$ cat config.mk
export PLATFORM = sky130hd
export DESIGN_NAME = dqi_queue_fabric
export DESIGN_NICKNAME = d
export VERILOG_FILES = /design/src/rtl/dqi_pkg.sv /design/src/rtl/dqi_fifo.sv /design/src/rtl/dqi_load_tag.sv /design/src/rtl/dqi_store_join.sv /design/src/rtl/dqi_queue_fabric.sv
export SDC_FILE = /design/constraint.sdc
export NUM_CORES = 1
export LEC_CHECK = 0
export ABC_CLOCK_PERIOD_IN_PS = 5080
export BUFFER_PORTS_ARGS = -buffer_cell sky130_fd_sc_hd__buf_2
export CORE_MARGIN = 3
export CORE_UTILIZATION = 56
export DETAILED_ROUTE_END_ITERATION = 12
export GPL_TIMING_DRIVEN = 1
export PLACE_DENSITY_LB_ADDON = 0.05
export SETUP_SLACK_MARGIN = 0.05
export SLEW_MARGIN = 0
export SYNTH_ARGS = -nofsm -noshare
export SYNTH_HDL_FRONTEND = slang
export SYNTH_HIERARCHICAL = 1
export SYNTH_SLANG_ARGS = --single-unit
$ cat constraint.sdc
create_clock -name clk -period 5.08 [get_ports clk]
set_input_delay 0.508 -clock clk [delete_from_list [all_inputs] [get_ports clk]]
set_output_delay 0.508 -clock clk [all_outputs]
set_load 0.01 [all_outputs]
$ cat src/rtl/dqi_pkg.sv
package dqi_pkg;
  parameter int DQI_DATA_W = 32;
  parameter int DQI_ADDR_W = 32;
  parameter int DQI_DEPTH  = 16;

  typedef enum logic {
    LD_KIND_VALUE = 1'b0,
    LD_KIND_EOD   = 1'b1
  } ld_kind_e;
endpackage

$ cat src/rtl/dqi_fifo.sv
module dqi_fifo #(
  parameter int W     = 32,
  parameter int DEPTH = 16
) (
  input  logic         clk,
  input  logic         rst_n,
  input  logic         in_valid,
  output logic         in_ready,
  input  logic [W-1:0] in_data,
  output logic         out_valid,
  input  logic         out_ready,
  output logic [W-1:0] out_data,
  output logic         full,
  output logic         empty
);
  localparam int AW = (DEPTH > 1) ? $clog2(DEPTH) : 1;
  localparam int CW = $clog2(DEPTH + 1);
  localparam logic [CW-1:0] CNT_MAX = CW'(DEPTH);
  localparam logic [AW-1:0] PTR_LAST = AW'(DEPTH - 1);

  logic [W-1:0]  mem [DEPTH];
  logic [AW-1:0] wr_ptr, rd_ptr;
  logic [CW-1:0] cnt;
  logic          push, pop;

  assign full      = (cnt == CNT_MAX);
  assign empty     = (cnt == '0);
  assign in_ready  = !full;
  assign out_valid = !empty;
  assign out_data  = mem[rd_ptr];
  assign push      = in_valid && in_ready;
  assign pop       = out_valid && out_ready;

  always_ff @(posedge clk) begin
    if (push) mem[wr_ptr] <= in_data;
  end

  always_ff @(posedge clk) begin
    if (!rst_n) begin
      wr_ptr <= '0;
      rd_ptr <= '0;
      cnt    <= '0;
    end else begin
      if (push) wr_ptr <= (wr_ptr == PTR_LAST) ? '0 : wr_ptr + 1'b1;
      if (pop)  rd_ptr <= (rd_ptr == PTR_LAST) ? '0 : rd_ptr + 1'b1;
      case ({push, pop})
        2'b10:   cnt <= cnt + 1'b1;
        2'b01:   cnt <= cnt - 1'b1;
        default: cnt <= cnt;
      endcase
    end
  end

  // a refused push leaves the occupancy unchanged
  a_r8_no_overflow: assert property (@(posedge clk) disable iff (!rst_n)
    (in_valid && full && !out_ready) |=> full);

  // the head holds while nobody takes it
  a_r1_head_hold: assert property (@(posedge clk) disable iff (!rst_n)
    (out_valid && !out_ready) |=> (out_valid && $stable(out_data)));
endmodule

$ cat src/rtl/dqi_load_tag.sv
module dqi_load_tag
  import dqi_pkg::*;
#(
  parameter int DW = 32
) (
  input  logic [DW-1:0] push_data,
  input  logic          push_eod,
  output logic [DW:0]   entry_in,
  input  logic [DW:0]   entry_out,
  input  logic          head_valid,
  output logic [DW-1:0] pop_data,
  output logic          pop_eod
);
  ld_kind_e kind_in, kind_out;

  assign kind_in  = push_eod ? LD_KIND_EOD : LD_KIND_VALUE;
  assign entry_in = {kind_in, push_data};
  assign kind_out = ld_kind_e'(entry_out[DW]);
  assign pop_eod  = head_valid && (kind_out == LD_KIND_EOD);
  assign pop_data = (kind_out == LD_KIND_EOD) ? '0 : entry_out[DW-1:0];
endmodule

$ cat src/rtl/dqi_store_join.sv
module dqi_store_join #(
  parameter int DW = 32,
  parameter int AW = 32
) (
  input  logic          clk,
  input  logic          rst_n,
  input  logic          a_valid,
  output logic          a_ready,
  input  logic [AW-1:0] a_addr,
  input  logic          d_valid,
  output logic          d_ready,
  input  logic [DW-1:0] d_data,
  output logic          req_valid,
  input  logic          req_ready,
  output logic [AW-1:0] req_addr,
  output logic [DW-1:0] req_data
);
  logic fire;

  assign req_valid = a_valid && d_valid;
  assign fire      = req_valid && req_ready;
  assign a_ready   = fire;
  assign d_ready   = fire;
  assign req_addr  = a_addr;
  assign req_data  = d_data;

  // a stalled request holds its content
  a_r7_stall_hold: assert property (@(posedge clk) disable iff (!rst_n)
    (req_valid && !req_ready) |=> (req_valid && $stable(req_addr) && $stable(req_data)));
endmodule

$ cat src/rtl/dqi_queue_fabric.sv
module dqi_queue_fabric
  import dqi_pkg::*;
#(
  parameter int DATA_W = DQI_DATA_W,
  parameter int ADDR_W = DQI_ADDR_W,
  parameter int DEPTH  = DQI_DEPTH
) (
  input  logic              clk,
  input  logic              rst_n,
  input  logic              ld_push_valid,
  output logic              ld_push_ready,
  input  logic [DATA_W-1:0] ld_push_data,
  input  logic              ld_push_eod,
  output logic              ld_pop_valid,
  input  logic              ld_pop_ready,
  output logic [DATA_W-1:0] ld_pop_data,
  output logic              ld_pop_eod,
  input  logic              sd_push_valid,
  output logic              sd_push_ready,
  input  logic [DATA_W-1:0] sd_push_data,
  input  logic              sa_push_valid,
  output logic              sa_push_ready,
  input  logic [ADDR_W-1:0] sa_push_addr,
  output logic              st_req_valid,
  input  logic              st_req_ready,
  output logic [ADDR_W-1:0] st_req_addr,
  output logic [DATA_W-1:0] st_req_data,
  output logic              ld_full,
  output logic              ld_empty,
  output logic              sd_full,
  output logic              sd_empty,
  output logic              sa_full,
  output logic              sa_empty
);
  localparam int LW = DATA_W + 1;

  logic [LW-1:0]     ld_entry_in, ld_entry_out;
  logic              sd_head_valid, sd_head_pop;
  logic              sa_head_valid, sa_head_pop;
  logic [DATA_W-1:0] sd_head_data;
  logic [ADDR_W-1:0] sa_head_addr;

  dqi_load_tag #(.DW(DATA_W)) u_tag (
    .push_data (ld_push_data),
    .push_eod  (ld_push_eod),
    .entry_in  (ld_entry_in),
    .entry_out (ld_entry_out),
    .head_valid(ld_pop_valid),
    .pop_data  (ld_pop_data),
    .pop_eod   (ld_pop_eod)
  );

  dqi_fifo #(.W(LW), .DEPTH(DEPTH)) u_ldq (
    .clk(clk), .rst_n(rst_n),
    .in_valid(ld_push_valid), .in_ready(ld_push_ready), .in_data(ld_entry_in),
    .out_valid(ld_pop_valid), .out_ready(ld_pop_ready), .out_data(ld_entry_out),
    .full(ld_full), .empty(ld_empty)
  );

  dqi_fifo #(.W(DATA_W), .DEPTH(DEPTH)) u_sdq (
    .clk(clk), .rst_n(rst_n),
    .in_valid(sd_push_valid), .in_ready(sd_push_ready), .in_data(sd_push_data),
    .out_valid(sd_head_valid), .out_ready(sd_head_pop), .out_data(sd_head_data),
    .full(sd_full), .empty(sd_empty)
  );

  dqi_fifo #(.W(ADDR_W), .DEPTH(DEPTH)) u_saq (
    .clk(clk), .rst_n(rst_n),
    .in_valid(sa_push_valid), .in_ready(sa_push_ready), .in_data(sa_push_addr),
    .out_valid(sa_head_valid), .out_ready(sa_head_pop), .out_data(sa_head_addr),
    .full(sa_full), .empty(sa_empty)
  );

  dqi_store_join #(.DW(DATA_W), .AW(ADDR_W)) u_join (
    .clk(clk), .rst_n(rst_n),
    .a_valid(sa_head_valid), .a_ready(sa_head_pop), .a_addr(sa_head_addr),
    .d_valid(sd_head_valid), .d_ready(sd_head_pop), .d_data(sd_head_data),
    .req_valid(st_req_valid), .req_ready(st_req_ready),
    .req_addr(st_req_addr), .req_data(st_req_data)
  );

  // a request never appears while either store queue is empty
  a_r5_pair_present: assert property (@(posedge clk) disable iff (!rst_n)
    st_req_valid |-> (!sd_empty && !sa_empty));

  // an empty load queue offers nothing to the execute side
  a_r2_empty_stall: assert property (@(posedge clk) disable iff (!rst_n)
    ld_empty |-> !ld_pop_valid);

  // a stalled request keeps both store queues from draining
  a_r7_no_drain: assert property (@(posedge clk) disable iff (!rst_n)
    (st_req_valid && !st_req_ready) |=> (!sd_empty && !sa_empty));
endmodule

## Yosys cells after proc, flatten, opt, wreduce, memory -nomap -nowiden

Memory sizes are Yosys's and may differ from the RTL's. A register that Yosys moved wholly into a read port is not among the register bits.
Index checks and enable logic that the tools add are counted.
Widths: inputs -> output; s select.

- Input port bits: 104
- Output and inout port bits: 108
- Register bits after elaboration: 39
- Memories kept: 3
- Logic and storage cells: 83
- RAM bits: 1552

- $add $sub $neg: 12
- Eq/ne operators: 15
- Reduce and logical (&&, ||, !) cells: 21
- Multiplexer cells: 23

Memory list:

| memory | words | width | rd ports | clocked after memory_dff | write ports | line | source |
|---|---|---|---|---|---|---|---|
| u_ldq.mem | 16 | 33 | 1 | 1 | 1 | dqi_fifo.sv:21 | `logic [W-1:0] mem [DEPTH];` |
| u_saq.mem | 16 | 32 | 1 | 1 | 1 | dqi_fifo.sv:21 |  |
| u_sdq.mem | 16 | 32 | 1 | 1 | 1 | dqi_fifo.sv:21 |  |

Operators by type and width:

| operator | number |
|---|---|
| $mux 4 | 12 |
| $mux 32 | 1 |
| $pmux 5 s2 | 3 |
| $add 4x1->4 const B | 6 |
| $eq 4x4->1 const B | 6 |
| $add 5x1->5 const B | 3 |
| $eq 5x5->1 const B | 3 |
| $logic_not 5->1 | 3 |
| $sub 5x1->5 const B | 3 |
| $logic_and 1x1->1 | 9 |
| $mux 1 | 7 |
| $eq 2x1->1 const B | 3 |
| $eq 2x2->1 const B | 3 |
| $logic_not 1->1 | 6 |
| $reduce_bool 2->1 | 3 |

## Logic depth before layout (Yosys ltp)

- Word-level depth: 7
- Gate-level depth with buffers: 17
- Depth with buffers taken out: 13

## Cells and area by module

Netlist, hierarchy kept.

By module, submodules not included:

| module | area each (um^2) | instances | cells each |
|---|---|---|---|
| dqi_fifo at u_saq ... | 20319.5 | 2 | 826 |
| dqi_fifo at u_ldq | 20811.2 | 1 | 850 |
| dqi_store_join | 500.5 | 1 | 67 |
| dqi_load_tag | 471.7 | 1 | 69 |

## Worst setup path before layout

Ideal clock, no wire load.

- Path type: reg2reg
- Start point: register u_ldq.cnt[2]
- End point: memory u_ldq/mem[0][0] (netlist bit), enable pin
- Setup time: 0.518 ns
- Arrival time: 4.508 ns
- Cell stages (with the launch flop): 7
- Buffers on the path: 3
- Slack: 0.054 ns
- Cells stage by stage: dfxtp_1 clkbuf_1 or4_1 buf_2 o21ai_2 buf_4 nor4b_1

- Longest elaborated chain between the ends: 5

Ends and longest elaborated chain:

| item | line | source |
|---|---|---|
| from (decl) | dqi_fifo.sv:23 | `logic [CW-1:0] cnt;` |
| from (signal assigned) | dqi_fifo.sv:47 | `2'b10: cnt <= cnt + 1'b1;` |
| from (signal assigned) | dqi_fifo.sv:48 | `2'b01: cnt <= cnt - 1'b1;` |
| from (signal assigned) | dqi_fifo.sv:49 | `default: cnt <= cnt;` |
| $eq 5x5->1 | dqi_fifo.sv:26 | `assign full = (cnt == CNT_MAX);` |
| $logic_not 1->1 | dqi_fifo.sv:28 | `assign in_ready = !full;` |
| $logic_and 1x1->1 | dqi_fifo.sv:31 | `assign push = in_valid && in_ready;` |
| $mux 1 | dqi_fifo.sv:35 | `if (push) mem[wr_ptr] <= in_data;` |
| $mux 1 (not written as such) | dqi_fifo.sv:35 |  |
| to (decl) | dqi_fifo.sv:21 |  |

Every way passes these cells.

==> results.tsv <==
stage	metric	value	unit
status	outcome	finished, final reports clean	
grt	grt-ovfl-total	0	
sta	rsz0062_at_grt	no	
flow_run	max_cap_viol_count	0	
cells_and_area	multiInputGateArea	0.0132	mm^2
detailed_routing	drt_iter0_markers	2267	
floorplan	num_io_pins	212	
synth	synth_top_flop_cell	edfxtp_1	
detailed_routing	vias_per_cell	6.12	
setup_path	r2r_end	u_sdq/cnt[2]	
detailed_routing	dr.pass1.iters	5	
cells_and_area	seq_area	0.0477	mm^2
grt	grt_max_degree	129	
sta	slew_viol_final	0	
sta	period_needed	4.17	ns
cells_and_area	fin_nets	2977	
min_path	min_to	u_ldq/mem[11][7]	
sta	timing.final.ws_setup	0.907	ns
floorplan	core-area	0.110	mm^2
cells_and_area	syn2layout_area_growth	11.2	%
detailed_routing	detail_route.wl_per_cell	29.3	um
grt	antenna_found_initial	21	
clock_network	cts_buffers	160	
floorplan	rows	121	
setup_path	r2r_setup_slack	1.73	ns
clock_network	holdBufCountCts	0	
floorplan	dieArea	0.116	mm^2
setup_path	slowest_delay	0.73	ns
grt	grt_pass1_vias	29070	
clock_network	root_buffer	clkbuf_16	
setup_path	cp-start-kind	register	
clock_network	cts.clk_slew.worst_paths	0.06	ns
synth	synth.distinct_cells	45	
detailed_routing	drt-total-wl	131000	um
setup_path	reg2reg_depth	13	
setup_path	crit_top_cell	mux4_2	
min_path	holdPathStages	1	
sta	setup_viol	0	
power	p_per_area	414	mW/mm^2
setup_path	required	4.57	ns
placed_design	pre_cts_slack	1.58	ns
synth	async_flop_share	0	%
sta	worst_slew_margin_rel	20.1	%
sta	final.setup_skew	0.0174	ns
synth	ys_ff_latch	1603	
placed_design	dp.cells	4163	
min_path	min_from	ld_push_data[7]	
synth	synth-edff-count	1552	
setup_path	crit_chain	mux4_2, mux4_2, buf_4, nor2b_1, buf_2	
placed_design	gp_congestion	0.742	
sta	timing.fmax	240	MHz
floorplan	start_util	56.9	%
power	p_leak	21.6	nW
floorplan	die_y	340	um
clock_network	worst_skew_pair.late_latency	0.74	ns
power	ir_drop	0.000358	V
synth	ys_seq_area_share	76.3	%
min_path	hold_path.class	input port to register	
cells_and_area	n_fill_cell	7272	
clock_network	cts_resized	0	
clock_network	ctsLongestPathBuffers	3	
grt	grt_pass1_wl	194000	um
detailed_routing	antenna_left	0	
clock_network	post-cts-setup-buffer-count	0	
detailed_routing	vias	27308	
clock_network	htree_levels	4	
sta	fin_crit_sh	82.2	%
clock_network	cts_tree	built	
setup_path	setup.worst_path.end_class	output port	
sta	hold_ws	0.134	ns
detailed_routing	post-route-drc-count	0	
synth	synth_warnings	6	
sta	setup_tns	0	ns
setup_path	critPathKind	register to output port	
setup_path	crit_slowest_cell	mux4_2	
placed_design	portBuffers	211	
placed_design	hpwl	67700	um
clock_network	clkSinkCount	1603	
sta	finalHoldViolations	0	
setup_path	timing.rr.start	u_sdq/cnt[1]	
synth	avgSynthCellArea	23.7	um^2
cells_and_area	instances_no_fill	4462	
floorplan	die_x	340	um
sta	tightest_slew	1.20	ns
setup_path	arrival	3.67	ns
synth	synth.net_count	2766	
synth	syn_area	0.0624	mm^2
setup_path	crit_fanout	27	
grt	globalRouteTotalUtil	23.2	%
synth	syn_inst	2638	
cells_and_area	layout-drive-gt1-share	34.6	%
metal layers:
layer | global-route usage [%] | part of all wire [%]
met1 | 31.1 | 40
met4 | 6.37 | 2.3
met3 | 4.71 | 6.0
met5 | 0 | 0.047
met2 | 39.1 | 52
power by group:
part / switching (W) / internal, W / total [W]
logic: 0.00140 / 0.00137 / 0.00277
clock network: 0.00464 / 0.00644 / 0.0111
registers: 0.000161 / 0.0147 / 0.0149
cells by family after synthesis:
group	Yosys count	synth area share [%]
XOR/XNOR	15	0.210
multiplexers	500	17.8
adder cells (fa/ha/maj)	24	0.481
flip-flops	1603	76.3
AND/OR/NAND/NOR	167	1.60
AO/OA/AOI/OAI	75	0.788
buffers and inverters	254	2.81
through the flow:
stage               total power (W)  utilization, %  instance area, um^2
floorplan                    0.0173               -                62400
global placement             0.0179            58.7                64400
detailed placement           0.0180            58.7                64400
CTS                          0.0291            63.2                69400
global route                 0.0298            63.2                69400
finish                       0.0287            63.2                69400
area by class of cell:
class | count | area share [%]
repair buffers | 279 | 2.40
well taps | 1476 | 2.66
clock buffers | 213 | 6.32
flip-flops and latches | 1603 | 68.7
multi-input cells | 781 | 19.0
diodes | 10 | 0.0361
inverters | 24 | 0.130
clock inverters | 76 | 0.808
critical path, delay by kind of cell, from the launching register on:
family,cells,cell delay (ns)
simple gates,1,0.32
buf+inv,2,0.58
mux,2,1.30
flops,1,0.70
worst max-delay path by stage:
stage | slack [ns] | start | to | cells past startpoint
global placement | 1.65 | register | ld_pop_data[18] | 5
detailed placement | 1.58 | register | ld_pop_data[18] | 5
CTS | 0.76 | register | ld_pop_data[18] | 5
floorplan | 0.05 | u_ldq/cnt[2] | u_ldq/mem[0][0] | 6
finish | 0.91 | register | ld_pop_data[18] | 5
global route | 0.71 | register | ld_pop_data[31] | 5
cell usage after synthesis (4+ instances only):
master | n | area, um^2
xor2_1 | 12 | 105
o211ai_1 | 6 | 45.0
nor2_1 | 24 | 90.1
clkbuf_1 | 29 | 109
o21ai_0 | 14 | 70.1
buf_2 | 37 | 185
o21ai_2 | 6 | 52.6
dlygate4sd1_1 | 4 | 35.0
nor4b_1 | 15 | 131
and2_1 | 38 | 238
a21oi_1 | 27 | 135
ha_1 | 24 | 300
and3_1 | 4 | 25.0
nor2b_1 | 38 | 238
buf_1 | 12 | 45.0
clkbuf_8 | 4 | 55.1
dfxtp_1 | 51 | 1020
buf_6 | 41 | 462
mux2i_1 | 15 | 150
a311o_1 | 6 | 60.1
mux4_1 | 14 | 368
inv_1 | 21 | 78.8
buf_4 | 102 | 766
edfxtp_1 | 1552 | 46600
mux4_2 | 471 | 10600
nand2_1 | 18 | 67.6
registers in the layout (all words and copies together) (netlist names), named ones only:
register,cells
u_ldq/rd_ptr,4
u_ldq/wr_ptr,4
u_sdq/rd_ptr,4
u_saq/rd_ptr,4
u_sdq/wr_ptr,4
u_saq/mem,512
u_saq/wr_ptr,4
u_ldq/cnt,5
u_sdq/cnt,5
u_ldq/mem,528
u_saq/cnt,5
u_sdq/mem,512
cells in the final DEF (no fill, tap or decap), drive strengths merged, types with 4 or more instances in the layout:
cell and n:
dfxtp 51, nor2 24, clkinv 66, o211ai 6, a311o 6, mux2i 15, edfxtp 1552, o21ai 21
nor2b 38, ha 24, clkbuf 213, xor2 12, bufinv 8, and2 38, a21oi 27, buf 279
nor4b 15, nand2 18, mux4 485, diode 10, inv 24, and3 4
Note: power is estimated with default switching activity, not from simulation.
